$ cat src/rtl/rec_stream_pkg.sv
package rec_stream_pkg;
  localparam int CHAN_BYTES  = 3;
  localparam int STAMP_BYTES = 8;
  localparam int REGA_BYTES  = 2;
  // length byte plus fixed fields
  localparam int HDR_BYTES   = 1 + CHAN_BYTES + STAMP_BYTES + REGA_BYTES;
  localparam int FIELD_BYTES = HDR_BYTES - 1;
  localparam int CHAN_W      = 8 * CHAN_BYTES;
  localparam int STAMP_W     = 8 * STAMP_BYTES;
  localparam int REGA_W      = 8 * REGA_BYTES;
  localparam int POS_W       = 8;

  // little-endian field bytes: channel occupies the low end
  typedef struct packed {
    logic [REGA_W-1:0]  rega;
    logic [STAMP_W-1:0] stamp;
    logic [CHAN_W-1:0]  chan;
  } fields_t;

  typedef enum logic [1:0] {
    FS_IDLE,
    FS_REQ,
    FS_WAIT,
    FS_HAVE
  } fetch_st_e;
endpackage

$ cat src/rtl/rsp_word_fetch.sv
module rsp_word_fetch
  import rec_stream_pkg::*;
#(
  parameter int ADDR_W     = 32,
  parameter int WORD_BYTES = 64
) (
  input  logic                    clk_i,
  input  logic                    rst_ni,
  input  logic                    start_i,
  input  logic [ADDR_W-1:0]       base_i,
  input  logic                    run_i,
  input  logic                    stop_i,
  output logic                    req_valid_o,
  input  logic                    req_ready_i,
  output logic [ADDR_W-1:0]       req_addr_o,
  input  logic                    rsp_valid_i,
  output logic                    rsp_ready_o,
  input  logic [8*WORD_BYTES-1:0] rsp_data_i,
  output logic                    byte_valid_o,
  output logic [7:0]              byte_o,
  input  logic                    byte_take_i
);
  localparam int WORD_W = 8 * WORD_BYTES;
  localparam int LANE_W = $clog2(WORD_BYTES);

  fetch_st_e         st_q;
  logic [ADDR_W-1:0] addr_q;
  logic [WORD_W-1:0] word_q;
  logic [LANE_W-1:0] lane_q;
  logic              last_lane;

  assign last_lane = (lane_q == LANE_W'(WORD_BYTES - 1));

  always_ff @(posedge clk_i or negedge rst_ni) begin
    if (!rst_ni) begin
      st_q   <= FS_IDLE;
      addr_q <= '0;
      word_q <= '0;
      lane_q <= '0;
    end else begin
      if (start_i) addr_q <= base_i;
      case (st_q)
        FS_IDLE: if (run_i) st_q <= FS_REQ;
        FS_REQ: begin
          if (req_ready_i) begin
            st_q   <= FS_WAIT;
            addr_q <= addr_q + ADDR_W'(WORD_BYTES);
          end
        end
        FS_WAIT: begin
          if (rsp_valid_i) begin
            st_q   <= FS_HAVE;
            word_q <= rsp_data_i;
            lane_q <= '0;
          end
        end
        FS_HAVE: begin
          if (stop_i) begin
            st_q <= FS_IDLE;
          end else if (byte_take_i) begin
            lane_q <= lane_q + LANE_W'(1);
            // word drained: go straight to the next request
            if (last_lane) st_q <= FS_REQ;
          end
        end
        default: st_q <= FS_IDLE;
      endcase
    end
  end

  assign req_valid_o  = (st_q == FS_REQ);
  assign req_addr_o   = addr_q;
  assign rsp_ready_o  = (st_q == FS_WAIT);
  assign byte_valid_o = (st_q == FS_HAVE);
  assign byte_o       = word_q[8*lane_q +: 8];
endmodule

$ cat src/rtl/rsp_rec_asm.sv
module rsp_rec_asm
  import rec_stream_pkg::*;
#(
  parameter int DATA_MAX = 64
) (
  input  logic                          clk_i,
  input  logic                          rst_ni,
  input  logic                          byte_valid_i,
  input  logic [7:0]                    byte_i,
  output logic                          byte_take_o,
  input  logic                          slot_free_i,
  input  logic                          slot_empty_i,
  output logic                          rec_done_o,
  output logic                          term_o,
  output fields_t                       fields_o,
  output logic [8*DATA_MAX-1:0]         data_o,
  output logic [$clog2(DATA_MAX+1)-1:0] dlen_o
);
  localparam int DATA_W  = 8 * DATA_MAX;
  localparam int DLEN_W  = $clog2(DATA_MAX + 1);
  localparam int MAX_LEN = HDR_BYTES + DATA_MAX;
  localparam int HDR_W   = 8 * FIELD_BYTES;

  logic [POS_W-1:0]  pos_q;
  logic [7:0]        len_q;
  logic [HDR_W-1:0]  hdr_q, hdr_d;
  logic [DATA_W-1:0] data_q, data_d;
  logic              at_len, len_ok, last;
  logic              take, term, done;

  assign at_len = (pos_q == '0);
  assign len_ok = (byte_i >= 8'(HDR_BYTES + 1)) && (byte_i <= 8'(MAX_LEN));
  assign last   = !at_len && (pos_q == (len_q - 8'd1));

  always_comb begin
    take = 1'b0;
    term = 1'b0;
    done = 1'b0;
    if (byte_valid_i) begin
      if (at_len) begin
        if (len_ok) begin
          take = 1'b1;
        end else if (slot_empty_i) begin
          // end of run waits until the last command has left
          take = 1'b1;
          term = 1'b1;
        end
      end else if (!last || slot_free_i) begin
        take = 1'b1;
        done = last;
      end
    end
  end

  always_comb begin
    hdr_d  = hdr_q;
    data_d = data_q;
    if (take && !at_len) begin
      for (int k = 0; k < FIELD_BYTES; k++) begin
        if (pos_q == POS_W'(k + 1)) hdr_d[8*k +: 8] = byte_i;
      end
      for (int k = 0; k < DATA_MAX; k++) begin
        if (pos_q == POS_W'(HDR_BYTES + k)) data_d[8*k +: 8] = byte_i;
      end
    end
  end

  always_ff @(posedge clk_i or negedge rst_ni) begin
    if (!rst_ni) begin
      pos_q  <= '0;
      len_q  <= '0;
      hdr_q  <= '0;
      data_q <= '0;
    end else if (take) begin
      if (at_len) begin
        if (!term) begin
          len_q  <= byte_i;
          pos_q  <= POS_W'(1);
          hdr_q  <= '0;
          data_q <= '0;
        end
      end else begin
        hdr_q  <= hdr_d;
        data_q <= data_d;
        pos_q  <= last ? '0 : pos_q + POS_W'(1);
      end
    end
  end

  assign byte_take_o = take;
  assign term_o      = term;
  assign rec_done_o  = done;
  assign fields_o    = fields_t'(hdr_d);
  assign data_o      = data_d;
  assign dlen_o      = DLEN_W'(len_q - 8'(HDR_BYTES));
endmodule

$ cat src/rtl/rsp_cmd_slot.sv
module rsp_cmd_slot
  import rec_stream_pkg::*;
#(
  parameter int DATA_MAX = 64
) (
  input  logic                          clk_i,
  input  logic                          rst_ni,
  input  logic                          load_i,
  input  fields_t                       fields_i,
  input  logic [8*DATA_MAX-1:0]         data_i,
  input  logic [$clog2(DATA_MAX+1)-1:0] dlen_i,
  output logic                          slot_free_o,
  output logic                          slot_empty_o,
  output logic                          valid_o,
  input  logic                          ready_i,
  output fields_t                       fields_o,
  output logic [8*DATA_MAX-1:0]         data_o,
  output logic [$clog2(DATA_MAX+1)-1:0] dlen_o
);
  logic valid_q;

  always_ff @(posedge clk_i or negedge rst_ni) begin
    if (!rst_ni) begin
      valid_q  <= 1'b0;
      fields_o <= '0;
      data_o   <= '0;
      dlen_o   <= '0;
    end else if (load_i) begin
      valid_q  <= 1'b1;
      fields_o <= fields_i;
      data_o   <= data_i;
      dlen_o   <= dlen_i;
    end else if (ready_i) begin
      valid_q <= 1'b0;
    end
  end

  assign valid_o      = valid_q;
  assign slot_free_o  = !valid_q || ready_i;
  assign slot_empty_o = !valid_q;
endmodule

$ cat src/rtl/rec_stream_parser.sv
module rec_stream_parser
  import rec_stream_pkg::*;
#(
  parameter int ADDR_W     = 32,
  parameter int WORD_BYTES = 64,
  parameter int DATA_MAX   = 64
) (
  input  logic                          clk_i,
  input  logic                          rst_ni,
  input  logic                          start_i,
  input  logic [ADDR_W-1:0]             base_i,
  output logic                          enable_o,
  output logic                          req_valid_o,
  input  logic                          req_ready_i,
  output logic [ADDR_W-1:0]             req_addr_o,
  input  logic                          rsp_valid_i,
  output logic                          rsp_ready_o,
  input  logic [8*WORD_BYTES-1:0]       rsp_data_i,
  output logic                          cmd_valid_o,
  input  logic                          cmd_ready_i,
  output logic [CHAN_W-1:0]             cmd_chan_o,
  output logic [STAMP_W-1:0]            cmd_stamp_o,
  output logic [REGA_W-1:0]             cmd_rega_o,
  output logic [8*DATA_MAX-1:0]         cmd_data_o,
  output logic [$clog2(DATA_MAX+1)-1:0] cmd_dlen_o
);
  localparam int DATA_W = 8 * DATA_MAX;
  localparam int DLEN_W = $clog2(DATA_MAX + 1);

  if (WORD_BYTES < 2 || (WORD_BYTES & (WORD_BYTES - 1)) != 0) begin : g_bad_word
    $error("WORD_BYTES must be a power of two of at least 2");
  end
  if (DATA_MAX < 1 || HDR_BYTES + DATA_MAX > 255) begin : g_bad_data
    $error("DATA_MAX must keep a record length within one byte");
  end

  logic              enable_q, start_go;
  logic              byte_valid, byte_take;
  logic [7:0]        byte_val;
  logic              slot_free, slot_empty;
  logic              rec_done, term;
  fields_t           asm_fields, out_fields;
  logic [DATA_W-1:0] asm_data;
  logic [DLEN_W-1:0] asm_dlen;

  assign start_go = start_i && !enable_q;

  always_ff @(posedge clk_i or negedge rst_ni) begin
    if (!rst_ni)       enable_q <= 1'b0;
    else if (term)     enable_q <= 1'b0;
    else if (start_go) enable_q <= 1'b1;
  end

  assign enable_o = enable_q;

  rsp_word_fetch #(
    .ADDR_W    (ADDR_W),
    .WORD_BYTES(WORD_BYTES)
  ) u_fetch (
    .clk_i       (clk_i),
    .rst_ni      (rst_ni),
    .start_i     (start_go),
    .base_i      (base_i),
    .run_i       (enable_q),
    .stop_i      (term),
    .req_valid_o (req_valid_o),
    .req_ready_i (req_ready_i),
    .req_addr_o  (req_addr_o),
    .rsp_valid_i (rsp_valid_i),
    .rsp_ready_o (rsp_ready_o),
    .rsp_data_i  (rsp_data_i),
    .byte_valid_o(byte_valid),
    .byte_o      (byte_val),
    .byte_take_i (byte_take)
  );

  rsp_rec_asm #(
    .DATA_MAX(DATA_MAX)
  ) u_asm (
    .clk_i       (clk_i),
    .rst_ni      (rst_ni),
    .byte_valid_i(byte_valid),
    .byte_i      (byte_val),
    .byte_take_o (byte_take),
    .slot_free_i (slot_free),
    .slot_empty_i(slot_empty),
    .rec_done_o  (rec_done),
    .term_o      (term),
    .fields_o    (asm_fields),
    .data_o      (asm_data),
    .dlen_o      (asm_dlen)
  );

  rsp_cmd_slot #(
    .DATA_MAX(DATA_MAX)
  ) u_slot (
    .clk_i       (clk_i),
    .rst_ni      (rst_ni),
    .load_i      (rec_done),
    .fields_i    (asm_fields),
    .data_i      (asm_data),
    .dlen_i      (asm_dlen),
    .slot_free_o (slot_free),
    .slot_empty_o(slot_empty),
    .valid_o     (cmd_valid_o),
    .ready_i     (cmd_ready_i),
    .fields_o    (out_fields),
    .data_o      (cmd_data_o),
    .dlen_o      (cmd_dlen_o)
  );

  assign cmd_chan_o  = out_fields.chan;
  assign cmd_stamp_o = out_fields.stamp;
  assign cmd_rega_o  = out_fields.rega;
endmodule

$ cat config.mk
export PLATFORM = sky130hd
export DESIGN_NAME = rec_stream_parser
export DESIGN_NICKNAME = d
export VERILOG_FILES = /design/src/rtl/rec_stream_pkg.sv /design/src/rtl/rsp_word_fetch.sv /design/src/rtl/rsp_rec_asm.sv /design/src/rtl/rsp_cmd_slot.sv /design/src/rtl/rec_stream_parser.sv
export SDC_FILE = /design/constraint.sdc
export NUM_CORES = 2
export LEC_CHECK = 0
export BUFFER_PORTS_ARGS = -buffer_cell sky130_fd_sc_hd__buf_2
export CORE_AREA = 2 2 474 476
export DETAILED_ROUTE_END_ITERATION = 8
export DIE_AREA = 0 0 476 478
export GPL_TIMING_DRIVEN = 0
export SLEW_MARGIN = 25
export SYNTH_ARGS = -nofsm -noshare
export SYNTH_HDL_FRONTEND = slang
export SYNTH_SLANG_ARGS = --single-unit
$ cat constraint.sdc
create_clock -name clk_i -period 4.4 [get_ports clk_i]
set_clock_uncertainty 0.1 [all_clocks]
set_input_delay 0.88 -clock clk_i [delete_from_list [all_inputs] [get_ports clk_i]]
set_output_delay 0.88 -clock clk_i [all_outputs]
set_load 0.02 [all_outputs]
==> metrics.yaml <==
ir_worst_vdd_mv: 0.428
power_density_nw_per_um2: 640
path_max_fanout: 10
seq_area_um2: 45300
cts_buffer_depth: 3
synth_area_leaders: "dfrtp_1 59%, mux2_2 7.7%, a22o_1 6.0%, mux2i_1 4.9%, o21ai_0 4.3%"
layout-drive-gt1-share: 0.333
place_congestion: 0.917
slowest_delay_ps: 590
viasPerCell: 5.70
rsz0062_at_grt: "yes"
htreeDepth: 4
antenna_found_initial: 152
grt_pass1_wl_mm: 491
io_buffers: 1208
ys_types: 69
min_to: "u_fetch.word_q[463]$_DFFE_PN0P_"
cp_slowest_cell: "nand3_1"
min_path_cells: 2
ys_ff_latch: 1809
stdcell_count: 11003
cts_sinks: 1809
coreArea_um2: 223000
drv_cap: 0
r2r-end: "u_slot.data_o[315]$_DFFE_PN0P_"
outcome: "finished clean"
syn_area_um2: 76800
crit_path_start_kind: "flip-flop"
nets: 8331
placed_cells: 10519
dpl.hpwl_mm: 271
first_iter_violations: 7068
firstDrtPassIters: 5
grt_pass1_vias: 61770
detail-route-antenna-nets: 0
die_y_um: 478
die_area_um2: 228000
hold_slack_ps: 114
netlist.area_leader.share: 0.589
syn_nets: 6852
post-route-min-period_ps: 4320
clock_latency_ps: 890
cts_root_buffer: "clkbuf_16"
syn_inst: 6289
worst_pin_slew_ps: 1180
timing.slew.headroom: 0.216
area_growth_syn_to_layout_pct: 25.4
r2r_setup_slack_ps: 80
nFillCells: 20885
grt_max_degree: 135
die_x_um: 476
cts-buffers-inserted: 192
cp_cell_sequence: "inv_1 -> ha_1 -> or3b_4 -> nor2_4 -> nor4_1 -> o211a_1 -> a31oi_2 -> buf_4 -> clkbuf_2 -> nand3_1 -> nor2_1 -> a21oi_1 -> o21ai_0"
finalHoldViolations: 0
wirelength_mm: 359
power_leakage_nw: 44.6
postSynth.asyncResetShare: 1.00
period_share: 0.983
yosysWarningCount: 0
wl_per_cell_um: 32.6
seq_area_frac_synth: 0.589
grt_util_all_layers: 0.309
yosys.area.top_type: "dfrtp_1"
cp.arrival_ps: 5000
cp.required_ps: 5070
total_power_mw: 61.7
cts_tree: "done"
grt-ovfl-total: 0
synth_edf_count: 0
end_kind: "flip-flop"
rr_worst_depth: 13
yosys_most_used_dff: "dfrtp_1"
place_area_um2: 87500
remaining_drc_errors: 0
fmax_ghz: 0.231
r2r-start: "u_asm.pos_q[0]$_DFFE_PN0P_"
multiInputGateArea_um2: 30200
ios: 1209
start_util: 0.344
clk_pin_slew_ps: 60
min-delay-path-class: "in2reg"
finalInstanceArea_um2: 96300
num_rows: 174
worstHoldStart: "rsp_data_i[463]"
num_vias: 62744
setup_viol: 0
path_class: "reg2reg"
avgSynthCellArea_um2: 12.2
report.final.slew_viol_count: 0
==> layer usage <==
metal | vias up | global-route usage | share of wire
met2 | 3401 | 0.482 | 0.46
li1 | 26104 | - | -
met5 | - | 0 | 0.0012
met1 | 32284 | 0.372 | 0.37
met3 | 893 | 0.0926 | 0.098
met4 | 62 | 0.195 | 0.074
==> through the flow <==
step                      setup WS, ps   TNS, ps   util
after floorplan                    565         0      -
after global placement          -37740         -  0.388
after detailed placement         -3020  -2771970  0.392
after CTS                        0.124         0  0.429
after global routing             -10.6     -24.2  0.431
final                             76.3         0  0.432
==> state kept, by name, summed over array words and instances (netlist names) <==
name / flops
u_asm.data_q: 512
u_fetch.word_q: 512
u_slot.data_o: 512
u_asm.hdr_q: 104
u_slot.fields_o: 104
u_fetch.req_addr_o: 32
u_asm.len_q: 8
u_asm.pos_q: 8
u_slot.dlen_o: 7
u_fetch.lane_q: 6
u_fetch.st_q: 2
enable_o: 1
u_slot.valid_o: 1
==> report_power, final <==
part | total [mW] | switching [mW] | internal (mW)
combinational | 22.7 | 14.8 | 7.92
sequential | 22.1 | 2.14 | 20.0
clock | 16.9 | 7.36 | 9.51
==> cells by family (layout without fill, tap and decap cells) <==
kind of cell             count (synthesis)  after routing  share of synthesized area
flip-flops                            1809           1809                      0.589
XOR/XNOR                                14             14                    0.00160
other                                    0             89                          0
AO/OA/AOI/OAI                         1771           1771                      0.157
adder cells (fa/ha/maj)                 13             13                    0.00212
AND/OR/NAND/NOR                       1153           1153                     0.0627
buffers and inverters                  510           2143                     0.0266
multiplexers                          1019           1019                      0.160
==> placed cells by master (no fill, tap or decap), drive strengths merged, types with 52 or more instances in the layout <==
master  instances
dfrtp        1809
buf          1364
nand2         747
o21ai         742
clkbuf        687
a22o          527
mux2          525
mux2i         377
a22oi         213
nor2          212
mux4          117
a21oi         102
diode          89
a21o           70
nand3          56
clkinv         52
==> repair_timing <==
action	4_1_cts	5_1_grt
pin swaps	13	7
hold endpoints to repair	94	0
resized for setup	422	57
buffers inserted	31	20
cloned	1	1
hold buffers	1	0
setup endpoints to repair	1264	886
==> cell usage after synthesis, types with 7 or more instances <==
cell / n
a211oi_1: 21
a21o_1: 70
a21oi_1: 102
a22o_1: 527
a22oi_1: 213
a311oi_1: 13
and2_1: 14
and3_1: 22
buf_1: 24
buf_2: 34
buf_4: 11
clkbuf_1: 416
dfrtp_1: 1809
ha_1: 13
inv_1: 16
mux2_2: 525
mux2i_1: 377
mux4_2: 117
nand2_1: 747
nand2b_1: 11
nand3_1: 56
nand4_1: 9
nor2_1: 212
nor2b_1: 13
nor3_1: 15
nor3_2: 9
nor4_1: 8
o211ai_1: 7
o21ai_0: 665
o21ai_1: 44
o21ai_2: 33
o2bb2ai_1: 33
xnor2_1: 10
==> area by class of cell <==
type	count	share of cell area
Inverter	20	0.000844
Timing Repair Buffer	1292	0.0770
Buffer	483	0.0297
Clock buffer	279	0.0587
Sequential cell	1809	0.470
Multi-Input combinational cell	3970	0.314
Tap cell	2992	0.0389
Clock inverter	69	0.00916
Antenna cell	89	0.00231
==> how the worst max path moves through the flow <==
stage	from	to	slack (ps)
6_report	u_asm.pos_q[0]$_DFFE_PN0P_	u_slot.data_o[315]$_DFFE_PN0P_	80
5_1_grt	u_asm.len_q[1]$_DFFE_PN0P_	u_slot.data_o[350]$_DFFE_PN0P_	-10
4_1_cts	u_fetch.lane_q[1]$_DFFE_PN0P_	u_slot.data_o[462]$_DFFE_PN0P_	0.1
3_5_place_dp	u_fetch.lane_q[1]$_DFFE_PN0P_	u_asm.data_q[386]$_DFFE_PN0P_	-3020
3_3_place_gp	rst_ni	u_fetch.word_q[84]$_DFFE_PN0P_	-37740
2_1_floorplan	u_fetch.lane_q[1]$_DFFE_PN0P_	u_asm.data_q[0]$_DFFE_PN0P_	560
==> worst max-delay path: cells and delay by family (launching register included) <==
family	cells	cell delay, ps
buf+inv	3	860
simple gates	5	1680
compound gates	4	800
fa+ha+maj	1	260
flops	1	470
No activity file was read; power rests on OpenSTA's default activity.
